<file path="src/rtl/fault_esc_pkg.sv">
package fault_esc_pkg;
  // exception numbers
  localparam logic [3:0] EXC_NONE  = 4'd0;
  localparam logic [3:0] EXC_HARD  = 4'd3;
  localparam logic [3:0] EXC_MEM   = 4'd4;
  localparam logic [3:0] EXC_BUS   = 4'd5;
  localparam logic [3:0] EXC_USAGE = 4'd6;
  localparam logic [3:0] EXC_SVC   = 4'd11;

  // fault cause codes
  typedef enum logic [1:0] {
    CAUSE_UNDEF   = 2'd0,
    CAUSE_UNALIGN = 2'd1,
    CAUSE_ACCESS  = 2'd2,
    CAUSE_BUSERR  = 2'd3
  } cause_e;

  // configurable class index into the level / enable fields
  localparam int CLS_USAGE = 0;
  localparam int CLS_MEM   = 1;
  localparam int CLS_BUS   = 2;
  localparam int CLS_SVC   = 3;
  localparam int NUM_LVL   = 4;
  localparam int NUM_EN    = 3;

  // status word bit positions
  localparam int ST_ACCESS  = 0;
  localparam int ST_MVALID  = 7;
  localparam int ST_PRECISE = 8;
  localparam int ST_IMPREC  = 10;
  localparam int ST_BVALID  = 15;
  localparam int ST_UNDEF   = 16;
  localparam int ST_INVPRE  = 17;
  localparam int ST_UNALIGN = 24;

  // register byte offsets
  localparam logic [4:0] OFS_STATUS = 5'd0;
  localparam logic [4:0] OFS_LEVELS = 5'd4;
  localparam logic [4:0] OFS_ENABLE = 5'd8;
  localparam logic [4:0] OFS_MADDR  = 5'd12;
  localparam logic [4:0] OFS_BADDR  = 5'd16;
endpackage

</file>
<file path="src/rtl/fault_esc_arbiter.sv">
module fault_esc_arbiter
  import fault_esc_pkg::*;
#(
  parameter int PW = 8,
  parameter int DW = 32,
  localparam int CW = PW + 2
) (
  input  logic                      ev_fault,
  input  logic [1:0]                ev_cause,
  input  logic                      ev_imprecise,
  input  logic                      ev_svc,
  input  logic signed [CW-1:0]      cur_pri,
  input  logic [NUM_LVL-1:0][PW-1:0] lvl,
  input  logic [NUM_EN-1:0]         en,
  output logic                      take_d,
  output logic [3:0]                num_d,
  output logic                      lock_d,
  output logic [DW-1:0]             set_d,
  output logic                      mcap_d,
  output logic                      bcap_d
);
  localparam logic signed [CW-1:0] HARD_LVL = '1;

  logic cur_is_hard;
  logic [NUM_LVL-1:0] beats;   // level strictly more urgent than cur_pri
  logic hard_needed;
  logic cls_ok;
  logic [3:0] cls_num;

  assign cur_is_hard = (cur_pri == HARD_LVL);

  for (genvar k = 0; k < NUM_LVL; k++) begin : g_cmp
    assign beats[k] = ($signed({2'b00, lvl[k]}) < cur_pri);
  end

  always_comb begin
    take_d      = 1'b0;
    num_d       = EXC_NONE;
    lock_d      = 1'b0;
    set_d       = '0;
    mcap_d      = 1'b0;
    bcap_d      = 1'b0;
    hard_needed = 1'b0;
    cls_ok      = 1'b0;
    cls_num     = EXC_NONE;
    if (ev_fault) begin
      unique case (cause_e'(ev_cause))
        CAUSE_UNDEF: begin
          set_d[ST_UNDEF] = 1'b1;
          cls_ok  = en[CLS_USAGE] && beats[CLS_USAGE];
          cls_num = EXC_USAGE;
        end
        CAUSE_UNALIGN: begin
          set_d[ST_UNALIGN] = 1'b1;
          cls_ok  = en[CLS_USAGE] && beats[CLS_USAGE];
          cls_num = EXC_USAGE;
        end
        CAUSE_ACCESS: begin
          set_d[ST_ACCESS] = 1'b1;
          mcap_d  = 1'b1;
          cls_ok  = en[CLS_MEM] && beats[CLS_MEM];
          cls_num = EXC_MEM;
        end
        default: begin
          if (ev_imprecise) set_d[ST_IMPREC] = 1'b1;
          else begin
            set_d[ST_PRECISE] = 1'b1;
            bcap_d = 1'b1;
          end
          cls_ok  = en[CLS_BUS] && beats[CLS_BUS];
          cls_num = EXC_BUS;
        end
      endcase
      if (cls_ok) begin
        take_d = 1'b1;
        num_d  = cls_num;
      end else begin
        hard_needed = 1'b1;
      end
    end else if (ev_svc) begin
      if (beats[CLS_SVC]) begin
        take_d = 1'b1;
        num_d  = EXC_SVC;
      end else if (cur_is_hard) begin
        hard_needed = 1'b1;
      end else begin
        set_d[ST_INVPRE] = 1'b1;
        if (en[CLS_USAGE] && beats[CLS_USAGE]) begin
          take_d = 1'b1;
          num_d  = EXC_USAGE;
        end else begin
          hard_needed = 1'b1;
        end
      end
    end
    if (hard_needed) begin
      if (cur_is_hard) lock_d = 1'b1;
      else begin
        take_d = 1'b1;
        num_d  = EXC_HARD;
      end
    end
  end

  // a decision is either a delivered exception or a lockup, never both
  always_comb begin
    a_r5_take_or_lock: assert (!(take_d && lock_d));
  end
endmodule

</file>
<file path="src/rtl/fault_esc_regs.sv">
module fault_esc_regs
  import fault_esc_pkg::*;
#(
  parameter int PW = 8,
  parameter int AW = 32,
  parameter int DW = 32,
  localparam int LVL_BITS = NUM_LVL * PW
) (
  input  logic                       clk,
  input  logic                       rst,
  input  logic                       we,
  input  logic [4:0]                 addr,
  input  logic [DW-1:0]              wdata,
  output logic [DW-1:0]              rdata,
  input  logic [DW-1:0]              set_bits,
  input  logic                       mcap,
  input  logic                       bcap,
  input  logic [AW-1:0]              cap_addr,
  output logic [NUM_LVL-1:0][PW-1:0] lvl,
  output logic [NUM_EN-1:0]          en
);
  logic [DW-1:0] stat_q;
  logic [AW-1:0] maddr_q, baddr_q;
  logic [NUM_LVL-1:0][PW-1:0] lvl_q;
  logic [NUM_EN-1:0] en_q;
  logic [DW-1:0] clr, set_all, lvl_word;
  logic mtake, btake;

  assign mtake = mcap && !stat_q[ST_MVALID];
  assign btake = bcap && !stat_q[ST_BVALID];
  assign clr   = (we && addr == OFS_STATUS) ? wdata : '0;

  always_comb begin
    set_all = set_bits;
    set_all[ST_MVALID] = set_bits[ST_MVALID] | mtake;
    set_all[ST_BVALID] = set_bits[ST_BVALID] | btake;
  end

  always_ff @(posedge clk) begin
    if (rst) begin
      stat_q  <= '0;
      maddr_q <= '0;
      baddr_q <= '0;
      lvl_q   <= '0;
      en_q    <= '0;
    end else begin
      stat_q <= (stat_q & ~clr) | set_all;
      if (mtake) maddr_q <= cap_addr;
      if (btake) baddr_q <= cap_addr;
      if (we && addr == OFS_LEVELS) begin
        for (int k = 0; k < NUM_LVL; k++) lvl_q[k] <= wdata[k*PW +: PW];
      end
      if (we && addr == OFS_ENABLE) en_q <= wdata[NUM_EN-1:0];
    end
  end

  for (genvar k = 0; k < NUM_LVL; k++) begin : g_pack
    assign lvl_word[k*PW +: PW] = lvl_q[k];
  end
  if (LVL_BITS < DW) begin : g_pad
    assign lvl_word[DW-1:LVL_BITS] = '0;
  end

  always_ff @(posedge clk) begin
    if (rst) rdata <= '0;
    else begin
      unique case (addr)
        OFS_STATUS: rdata <= stat_q;
        OFS_LEVELS: rdata <= lvl_word;
        OFS_ENABLE: rdata <= DW'(en_q);
        OFS_MADDR:  rdata <= DW'(maddr_q);
        OFS_BADDR:  rdata <= DW'(baddr_q);
        default:    rdata <= '0;
      endcase
    end
  end

  assign lvl = lvl_q;
  assign en  = en_q;

  // a held address does not move while its valid flag is set
  a_r8_maddr_hold: assert property (@(posedge clk) disable iff (rst)
    stat_q[ST_MVALID] |=> $stable(maddr_q));
  a_r8_baddr_hold: assert property (@(posedge clk) disable iff (rst)
    stat_q[ST_BVALID] |=> $stable(baddr_q));
  // a status bit stays set unless a 1 is written to it
  a_r7_undef_sticky: assert property (@(posedge clk) disable iff (rst)
    (stat_q[ST_UNDEF] && !(we && addr == OFS_STATUS && wdata[ST_UNDEF]))
      |=> stat_q[ST_UNDEF]);
endmodule

</file>
<file path="src/rtl/fault_escalator.sv">
module fault_escalator
  import fault_esc_pkg::*;
#(
  parameter int PW = 8,
  parameter int AW = 32,
  parameter int DW = 32,
  localparam int CW = PW + 2
) (
  input  logic                 clk,
  input  logic                 rst,
  input  logic                 fault_valid,
  input  logic [1:0]           fault_cause,
  input  logic                 fault_imprecise,
  input  logic [AW-1:0]        fault_addr,
  input  logic                 svc_req,
  input  logic signed [CW-1:0] cur_pri,
  input  logic                 nmi_req,
  input  logic                 dbg_halt,
  input  logic                 reg_we,
  input  logic [4:0]           reg_addr,
  input  logic [DW-1:0]        reg_wdata,
  output logic [DW-1:0]        reg_rdata,
  output logic                 take_exc,
  output logic [3:0]           exc_num,
  output logic                 lockup
);
  localparam logic signed [CW-1:0] HARD_LVL = '1;

  logic [NUM_LVL-1:0][PW-1:0] lvl;
  logic [NUM_EN-1:0] en;
  logic take_d, lock_d, mcap_d, bcap_d;
  logic [3:0] num_d;
  logic [DW-1:0] set_d;
  logic ev_fault, ev_svc;

  // events are dropped entirely while locked
  assign ev_fault = fault_valid && !lockup;
  assign ev_svc   = svc_req && !lockup;

  fault_esc_arbiter #(.PW(PW), .DW(DW)) u_arb (
    .ev_fault     (ev_fault),
    .ev_cause     (fault_cause),
    .ev_imprecise (fault_imprecise),
    .ev_svc       (ev_svc),
    .cur_pri      (cur_pri),
    .lvl          (lvl),
    .en           (en),
    .take_d       (take_d),
    .num_d        (num_d),
    .lock_d       (lock_d),
    .set_d        (set_d),
    .mcap_d       (mcap_d),
    .bcap_d       (bcap_d)
  );

  fault_esc_regs #(.PW(PW), .AW(AW), .DW(DW)) u_regs (
    .clk      (clk),
    .rst      (rst),
    .we       (reg_we),
    .addr     (reg_addr),
    .wdata    (reg_wdata),
    .rdata    (reg_rdata),
    .set_bits (set_d),
    .mcap     (mcap_d),
    .bcap     (bcap_d),
    .cap_addr (fault_addr),
    .lvl      (lvl),
    .en       (en)
  );

  always_ff @(posedge clk) begin
    if (rst) begin
      take_exc <= 1'b0;
      exc_num  <= EXC_NONE;
      lockup   <= 1'b0;
    end else begin
      take_exc <= take_d;
      exc_num  <= take_d ? num_d : EXC_NONE;
      if (lockup) lockup <= !(nmi_req || dbg_halt);
      else        lockup <= lock_d;
    end
  end

  // lockup persists until a release request
  a_r6_lock_hold: assert property (@(posedge clk) disable iff (rst)
    (lockup && !nmi_req && !dbg_halt) |=> lockup);
  // no exception is delivered from the locked state
  a_r6_no_pulse_locked: assert property (@(posedge clk) disable iff (rst)
    lockup |=> !take_exc);
  // lockup can only begin from the hard-fault level
  a_r5_lock_entry: assert property (@(posedge clk) disable iff (rst)
    (!lockup && cur_pri != HARD_LVL) |=> !lockup);
  // only legal exception numbers are delivered
  a_r2_num_legal: assert property (@(posedge clk) disable iff (rst)
    take_exc |-> (exc_num == EXC_HARD || exc_num == EXC_MEM || exc_num == EXC_BUS
                  || exc_num == EXC_USAGE || exc_num == EXC_SVC));
endmodule

</file>
<file path="config.mk">
export PLATFORM = sky130hd
export DESIGN_NAME = fault_escalator
export DESIGN_NICKNAME = d
export VERILOG_FILES = /design/src/rtl/fault_esc_pkg.sv /design/src/rtl/fault_esc_arbiter.sv /design/src/rtl/fault_esc_regs.sv /design/src/rtl/fault_escalator.sv
export SDC_FILE = /design/constraint.sdc
export NUM_CORES = 1
export LEC_CHECK = 0
export CAP_MARGIN = 30
export CORE_MARGIN = 10
export CORE_UTILIZATION = 25
export DETAILED_ROUTE_END_ITERATION = 10
export GPL_TIMING_DRIVEN = 0
export SLEW_MARGIN = 15
export SYNTH_ARGS = -nofsm -noshare
export SYNTH_HDL_FRONTEND = slang
export SYNTH_SLANG_ARGS = --single-unit
</file>
<file path="constraint.sdc">
create_clock -name clk -period 5.23 [get_ports clk]
set_input_delay 1.3075 -clock clk [delete_from_list [all_inputs] [get_ports clk]]
set_output_delay 1.3075 -clock clk [all_outputs]
set_load 0.05 [all_outputs]
</file>
Word-level counts from Yosys, hierarchy flattened

Index checks and enable logic that the tools add are counted.

Magnitude comparators: 4
Eq/ne operators: 7
Muxes and demuxes: 46
Bitwise gates (word level): 4
Reductions and logical operators: 20

Operators with widths:

| operator                                                               | number |
|---|---|
| 32-bit one-hot mux with 5 select lines                                 | 1 |
| 9-bit by 10-bit < comparator with 1-bit output                         | 4 |
| 1-bit two-way mux                                                      | 34 |
| 32-bit AND                                                             | 1 |
| 32-bit two-way mux                                                     | 1 |
| 32-bit inverter                                                        | 1 |
| 32-bit by 25-bit OR with 32-bit output                                 | 1 |
| 4-bit two-way mux                                                      | 6 |
| 10-bit by 1-bit equality test with 1-bit output, second input constant | 1 |
| 5-bit by 4-bit equality test with 1-bit output, second input constant  | 2 |
| 1-bit logical AND                                                      | 10 |
| 3-bit two-way mux                                                      | 2 |
| 5-bit by 3-bit equality test with 1-bit output, second input constant  | 1 |
| 5-bit equality test, second input constant                             | 1 |
| 5-bit logical NOT                                                      | 1 |
| 1-bit logical NOT                                                      | 4 |
| 2-bit one-hot mux with 2 select lines                                  | 1 |
| 2-bit OR reduction                                                     | 2 |
| 3-bit OR reduction                                                     | 1 |
| 2-bit by 1-bit equality test with 1-bit output, second input constant  | 1 |
| 2-bit equality test, second input constant                             | 1 |
| 2-bit logical NOT                                                      | 1 |
| 1-bit one-hot mux with 2 select lines                                  | 1 |
| 1-bit logical OR                                                       | 1 |
| 1-bit inverter                                                         | 1 |

Bits in registers: 169
Input bits: 89

Depth between registers and ports, before layout

Depth in word-level cells: 11
Mapped depth: 9

By module

Synthesis repeated with hierarchy kept, for this count alone.

Cell total of the unflattened synthesis: 1014
Area, all modules: 8436.8 sq um

Modules (own cells, without submodules):

| module            | times used | cells an instance | area an instance (sq um) |
|---|---|---|---|
| fault_esc_regs    | 1          | 855               | 7184.4 |
| fault_esc_arbiter | 1          | 143               | 1061.0 |
| fault_escalator   | 1          | 16                | 191.4 |

Least setup slack after synthesis

OpenSTA, ideal clock, no wires.

Path type: input to register
Start: input port cur_pri[3]
End: register exc_num[1]
Library setup time: 134 ps
Data arrival time: 2874 ps
Required time: 5096 ps
Slack: 2222 ps
Cell stages on the path: 8
Path buffers: 0
Cells stage by stage: inv_1 -> ha_1 -> a2111oi_0 -> o21ai_0 -> a21oi_1 -> o21ba_2 -> a32oi_1 -> o32ai_1

Longest elaborated chain between the ends: 11
Elaborated cells between the ends (all ways): 34
Classes of those cells: 4 x order compare; 1 x eq/ne; 24 x mux; 1 x bitwise; 4 x reduce/logical

Ends and longest elaborated chain:

| item                                           | line                                                                      | RTL |
|---|---|---|
| start: declaration                             | fault_escalator.sv:16                                                     | `input logic signed [CW-1:0] cur_pri,` |
| 9-bit by 10-bit < comparator with 1-bit output | fault_esc_arbiter.sv:33                                                   | `assign beats[k] = ($signed({2'b00, lvl[k]}) < cur_pri);` |
| 1-bit logical AND                              | fault_esc_arbiter.sv:50, fault_esc_arbiter.sv:55, fault_esc_arbiter.sv:88 |  |
| 1-bit two-way mux                              | fault_esc_arbiter.sv:88                                                   | `if (en[CLS_USAGE] && beats[CLS_USAGE]) begin` |
| 1-bit two-way mux                              | fault_esc_arbiter.sv:84                                                   | `end else if (cur_is_hard) begin` |
| 1-bit two-way mux                              | fault_esc_arbiter.sv:81                                                   | `if (beats[CLS_SVC]) begin` |
| 1-bit two-way mux                              | fault_esc_arbiter.sv:80                                                   | `end else if (ev_svc) begin` |
| 1-bit two-way mux                              | fault_esc_arbiter.sv:46                                                   | `if (ev_fault) begin` |
| 1-bit two-way mux                              | fault_esc_arbiter.sv:97                                                   | `if (cur_is_hard) lock_d = 1'b1;` |
| 1-bit two-way mux                              | fault_esc_arbiter.sv:96                                                   | `if (hard_needed) begin` |
| 1-bit inverter (no source line)                | -                                                                         |  |
| 2-bit OR reduction (no source line)            | -                                                                         |  |
| end signal: assignment                         | fault_escalator.sv:78                                                     | `exc_num <= take_d ? num_d : EXC_NONE;` |
| end: declaration                               | fault_escalator.sv:24                                                     | `output logic [3:0] exc_num,` |

Several ways; a longest one is shown, not always the timed one. The select of a mux whose other input is x is not followed.
A chain may end at the register's enable or synchronous reset.

Worst setup path in the final report

Same ends and word-level chain as after synthesis.

==> summary by stage <==
Run status
The run finished with clean final reports.

Clock network
After clock tree synthesis, the clock-pin slew on the worst setup and hold paths is approximately 0.07 ns. The number of sinks handled by clock tree synthesis is 169. The clock passes through at most 2 buffers. The number of CTS-inserted buffers is 17. The later pin in the worst-skew pair is clocked with a latency of roughly 0.44 ns.

The clock tree from TritonCTS is yes. Buffers added to address setup during post-CTS repair amount to 0. CTS built an H-tree with a depth of 4. Clock tree synthesis selected as its root buffer the cell clkbuf_16.

Once the clock tree was built, the resizer swapped 0 gates to a different size. In this run, post-CTS hold repair placed 0 buffers.

Worst setup path
The critical-path maximum fanout is 4. STA classifies the critical path endpoint as a flop. The signal on the critical path passes through clkdlybuf4s50_1 > inv_1 > ha_1 > a2111oi_0 > o21ai_0 > a21oi_1 > o21ba_2 > a32oi_1 > o32ai_1.

The dominant delay contributor by cell family on the critical path is compound AO/OA/AOI/OAI gates. The register-to-register setup slack is around 2.8 ns. The longest individual stage delay on the worst path is roughly 0.48 ns. Counting both buffers and inverters, the worst setup path holds a total of 2.

The highest-delay cell along the critical path is clkdlybuf4s50_1. The origin of the critical flop-to-flop path is u_regs.lvl[27]. The critical path class is primary input to flop. The critical path arrival is 3.93 ns. The startpoint type of the worst setup path is a primary input. Counting cells, the worst reg-to-reg path comes to 7.

In this run the critical register-to-register path is captured at exc_num[1]. At the worst endpoint, the required time is roughly 5.5 ns.

Power
The fraction of power consumed by sequential logic is 0.461. The worst-case vdd ir drop is between 0.1 and 0.15 mV. Dividing total power by cell area gives a power density of slightly above 300 nW/um^2. The internal power of the cells totals between 0.002 and 0.0025 W. The switching power is 0.000721 W. The share of total power dissipated in combinational logic is 0.083.

The clock network fraction of total power is 0.456. The switching share of power is 0.252. The analysis attributes to cell leakage a power of 3.28 nW.

Layout
In the final layout, the share of cells above drive strength 1 is 0.0484. After the flow finishes, the layout carries non-filler instances totaling about 1400. The cell area after layout is between 9000 and 10000 um^2. Compared with the post-synthesis result, the final layout area differs by 33.1%.

In the final design database the tool counted roughly 1100 nets.

Floorplan
The initial core utilization is 0.253. The number of primary I/O pins is around 130. The die is 188 um tall. The number of standard-cell rows in the floorplan is 61.

In this run the horizontal extent of the chip is ~190 um. The floorplan step defined a die boundary enclosing 35400 um^2. The core region is 27900 um^2.

Logic synthesis
The prevailing post-synth register cell is dfxtp_1. The cell area that synthesis handed to floorplanning was slightly above 7000 um^2. In this run, synthesis inferred 0 flip-flops with an integrated enable. The total number of yosys warnings is 0. The number of library cell types mapped by synthesis is 46. Synthesis handed over a netlist of 856 instances. The share of flip-flops with an asynchronous set or reset is 0. In this run the mean area of a mapped cell was 8.25 um^2.

After synthesis the netlist holds a flip-flop and latch count of approximately 170. Counting every net in the synthesized netlist gives ~970. The fraction of the yosys area taken by sequential cells is 0.479.

STA
The worst path in the final design needs a cycle of approximately 3.6 ns, including I/O delays and setup. The setup clock skew after layout is approximately 0.010 ns. The period utilization is 0.695. The setup total negative slack is 0 ns.

The remaining max-slew budget at the tightest pin is 0.353. The pin slew with the least headroom to its limit is around 0.96 ns. The final count of negative-setup-slack endpoints is 0. Setup repair after global routing left no endpoint under its margin. The final hold violation count was 0. The final number of max-transition violations is 0. Derived from the worst setup path, the maximum achievable clock frequency is about 270 MHz. The smallest hold slack is 0.449 ns.

Global route
The via count of the first global-routing pass is 6619. The global routing usage summed across all routing layers is 0.145. The global-route wire length before repair is 39600 um. Entering global routing, the biggest net connects 17 pins. The initial antenna violation count is 6. The total congestion overflow after global routing is 0.

Routing
The number of remaining DRC errors is 0. The count of TritonRoute iterations in the first routing pass is 5. The average routed wire per standard cell is 18.7 um. In this run the remaining antenna-violating nets after routing total 0. In the routed layout, each cell is associated on average with a via count of ~4.8. For this block, the initial DRC count from the detailed router was about 470. For this block, the via count after detailed routing is about 6700. The final routed wirelength across all metal layers is 26100 um.

Place
The placer's final routability congestion estimate is 0.907. The half-perimeter wire length of the detailed placement result is 19600 um. The instance area at placement is roughly 8800 um^2. Port buffering added around 130 buffers. After detailed placement, the design holds a cell count of roughly 1400.

Hold path
The destination of the worst hold path is u_regs.stat_q[9]. The startpoint of the tightest hold check path is u_regs.stat_q[9]. The worst hold path was traced through 2 stages.

The tightest min-delay check is of the flop to flop type.

Flow run
The tool flagged a number of max-cap violations equal to 0.
==> logic make-up after synthesis <==
group,share of synthesized area
compound gates,0.178
fa+ha+maj,0.0496
buf+inv,0.0392
flops,0.479
mux,0.0454
simple gates,0.209
==> state kept, by name (all words and copies together), names as in the netlist <==
signal          flops
exc_num             4
lockup              1
take_exc            1
u_regs.baddr_q     32
u_regs.en           3
u_regs.lvl         32
u_regs.maddr_q     32
u_regs.rdata       32
u_regs.stat_q      32
==> worst max path at each step <==
| stage | slack (ns) | end | cells after the start | start |
|---|---|---|---|---|
| 6_report | 1.59 | exc_num[1] | 9 | cur_pri[3] |
| 4_1_cts | 1.67 | exc_num[1] | 9 | cur_pri[3] |
| 2_1_floorplan | 2.22 | exc_num[1] | 8 | cur_pri[3] |
| 3_5_place_dp | 1.26 | exc_num[1] | 9 | cur_pri[3] |
| 3_3_place_gp | 1.25 | exc_num[0] | 9 | cur_pri[3] |
| 5_1_grt | 1.43 | exc_num[1] | 9 | cur_pri[3] |
==> layer usage <==
metal | track usage | part of all wire | vias to the layer above
li1 | - | - | 3237
met5 | 0 | 0.00050 | -
met2 | 0.237 | 0.47 | 238
met1 | 0.179 | 0.44 | 3153
met3 | 0.0419 | 0.076 | 36
met4 | 0.0471 | 0.018 | 2
==> worst reg2reg max path: stages (launching register included) <==
cell and delay [ns]:
dfxtp_1 0.38, ha_1 0.26, a2111oi_0 0.34, o21ai_0 0.17, a21oi_1 0.33, o21ba_2 0.24
a32oi_1 0.34, o32ai_1 0.20
==> area by class of cell <==
class	instances	area, um^2
diodes	5	12.5
plain buffers	57	231
clock buffers	18	439
clock inverters	14	159
fillers	2902	18500
inverters	12	45.0
multi-input cells	618	3400
flip-flops and latches	169	3380
well taps	378	473
repair buffers	125	1250
==> stage by stage <==
step / util / setup slack [ns] / total power [W]
2_1_floorplan: - / 2.22 / 0.00144
3_3_place_gp: 0.315 / 1.25 / 0.00158
3_5_place_dp: 0.315 / 1.26 / 0.00158
4_1_cts: 0.337 / 1.67 / 0.00287
5_1_grt: 0.337 / 1.43 / 0.00295
6_report: 0.337 / 1.59 / 0.00286
==> cells in the final DEF, fill, tap and decap left out, types with 3 or more instances in the layout <==
master and count:
dfxtp_1 169, nand2_1 215, a211oi_1 6, clkbuf_1 42
nand2b_1 28, o2111ai_1 3, a21oi_1 143, nand3_1 5
nor2_1 77, inv_1 12, clkdlybuf4s50_1 125, clkbuf_16 17
diode_2 5, inv_6 6, ha_1 28, nor2b_1 3
mux2i_1 32, o21ai_0 5, buf_2 11, o211ai_1 4
buf_1 3, nor3b_1 4, a221oi_1 32
==> Yosys cell counts, types with 4 or more instances <==
library cell | n | area [um^2]
nand2_1 | 215 | 807
dfxtp_1 | 169 | 3380
a21oi_1 | 143 | 716
nor2_1 | 77 | 289
clkbuf_1 | 42 | 158
a221oi_1 | 32 | 280
mux2i_1 | 32 | 320
ha_1 | 28 | 350
nand2b_1 | 28 | 175
inv_1 | 12 | 45.0
buf_2 | 11 | 55.1
a211oi_1 | 6 | 45.0
nand3_1 | 5 | 25.0
o21ai_0 | 5 | 25.0
nor3b_1 | 4 | 30.0
o211ai_1 | 4 | 30.0
==> power by group through the flow <==
stage                     registers, W  clock network (W)  logic (W)
after CTS                      0.00132            0.00132   0.000236
after detailed placement       0.00135                  0   0.000235
after global placement         0.00135                  0   0.000232
after floorplan                0.00135                  0  0.0000933
after global routing           0.00132            0.00137   0.000254
final                          0.00132            0.00130   0.000236
Note: power is estimated with default switching activity, not from simulation.
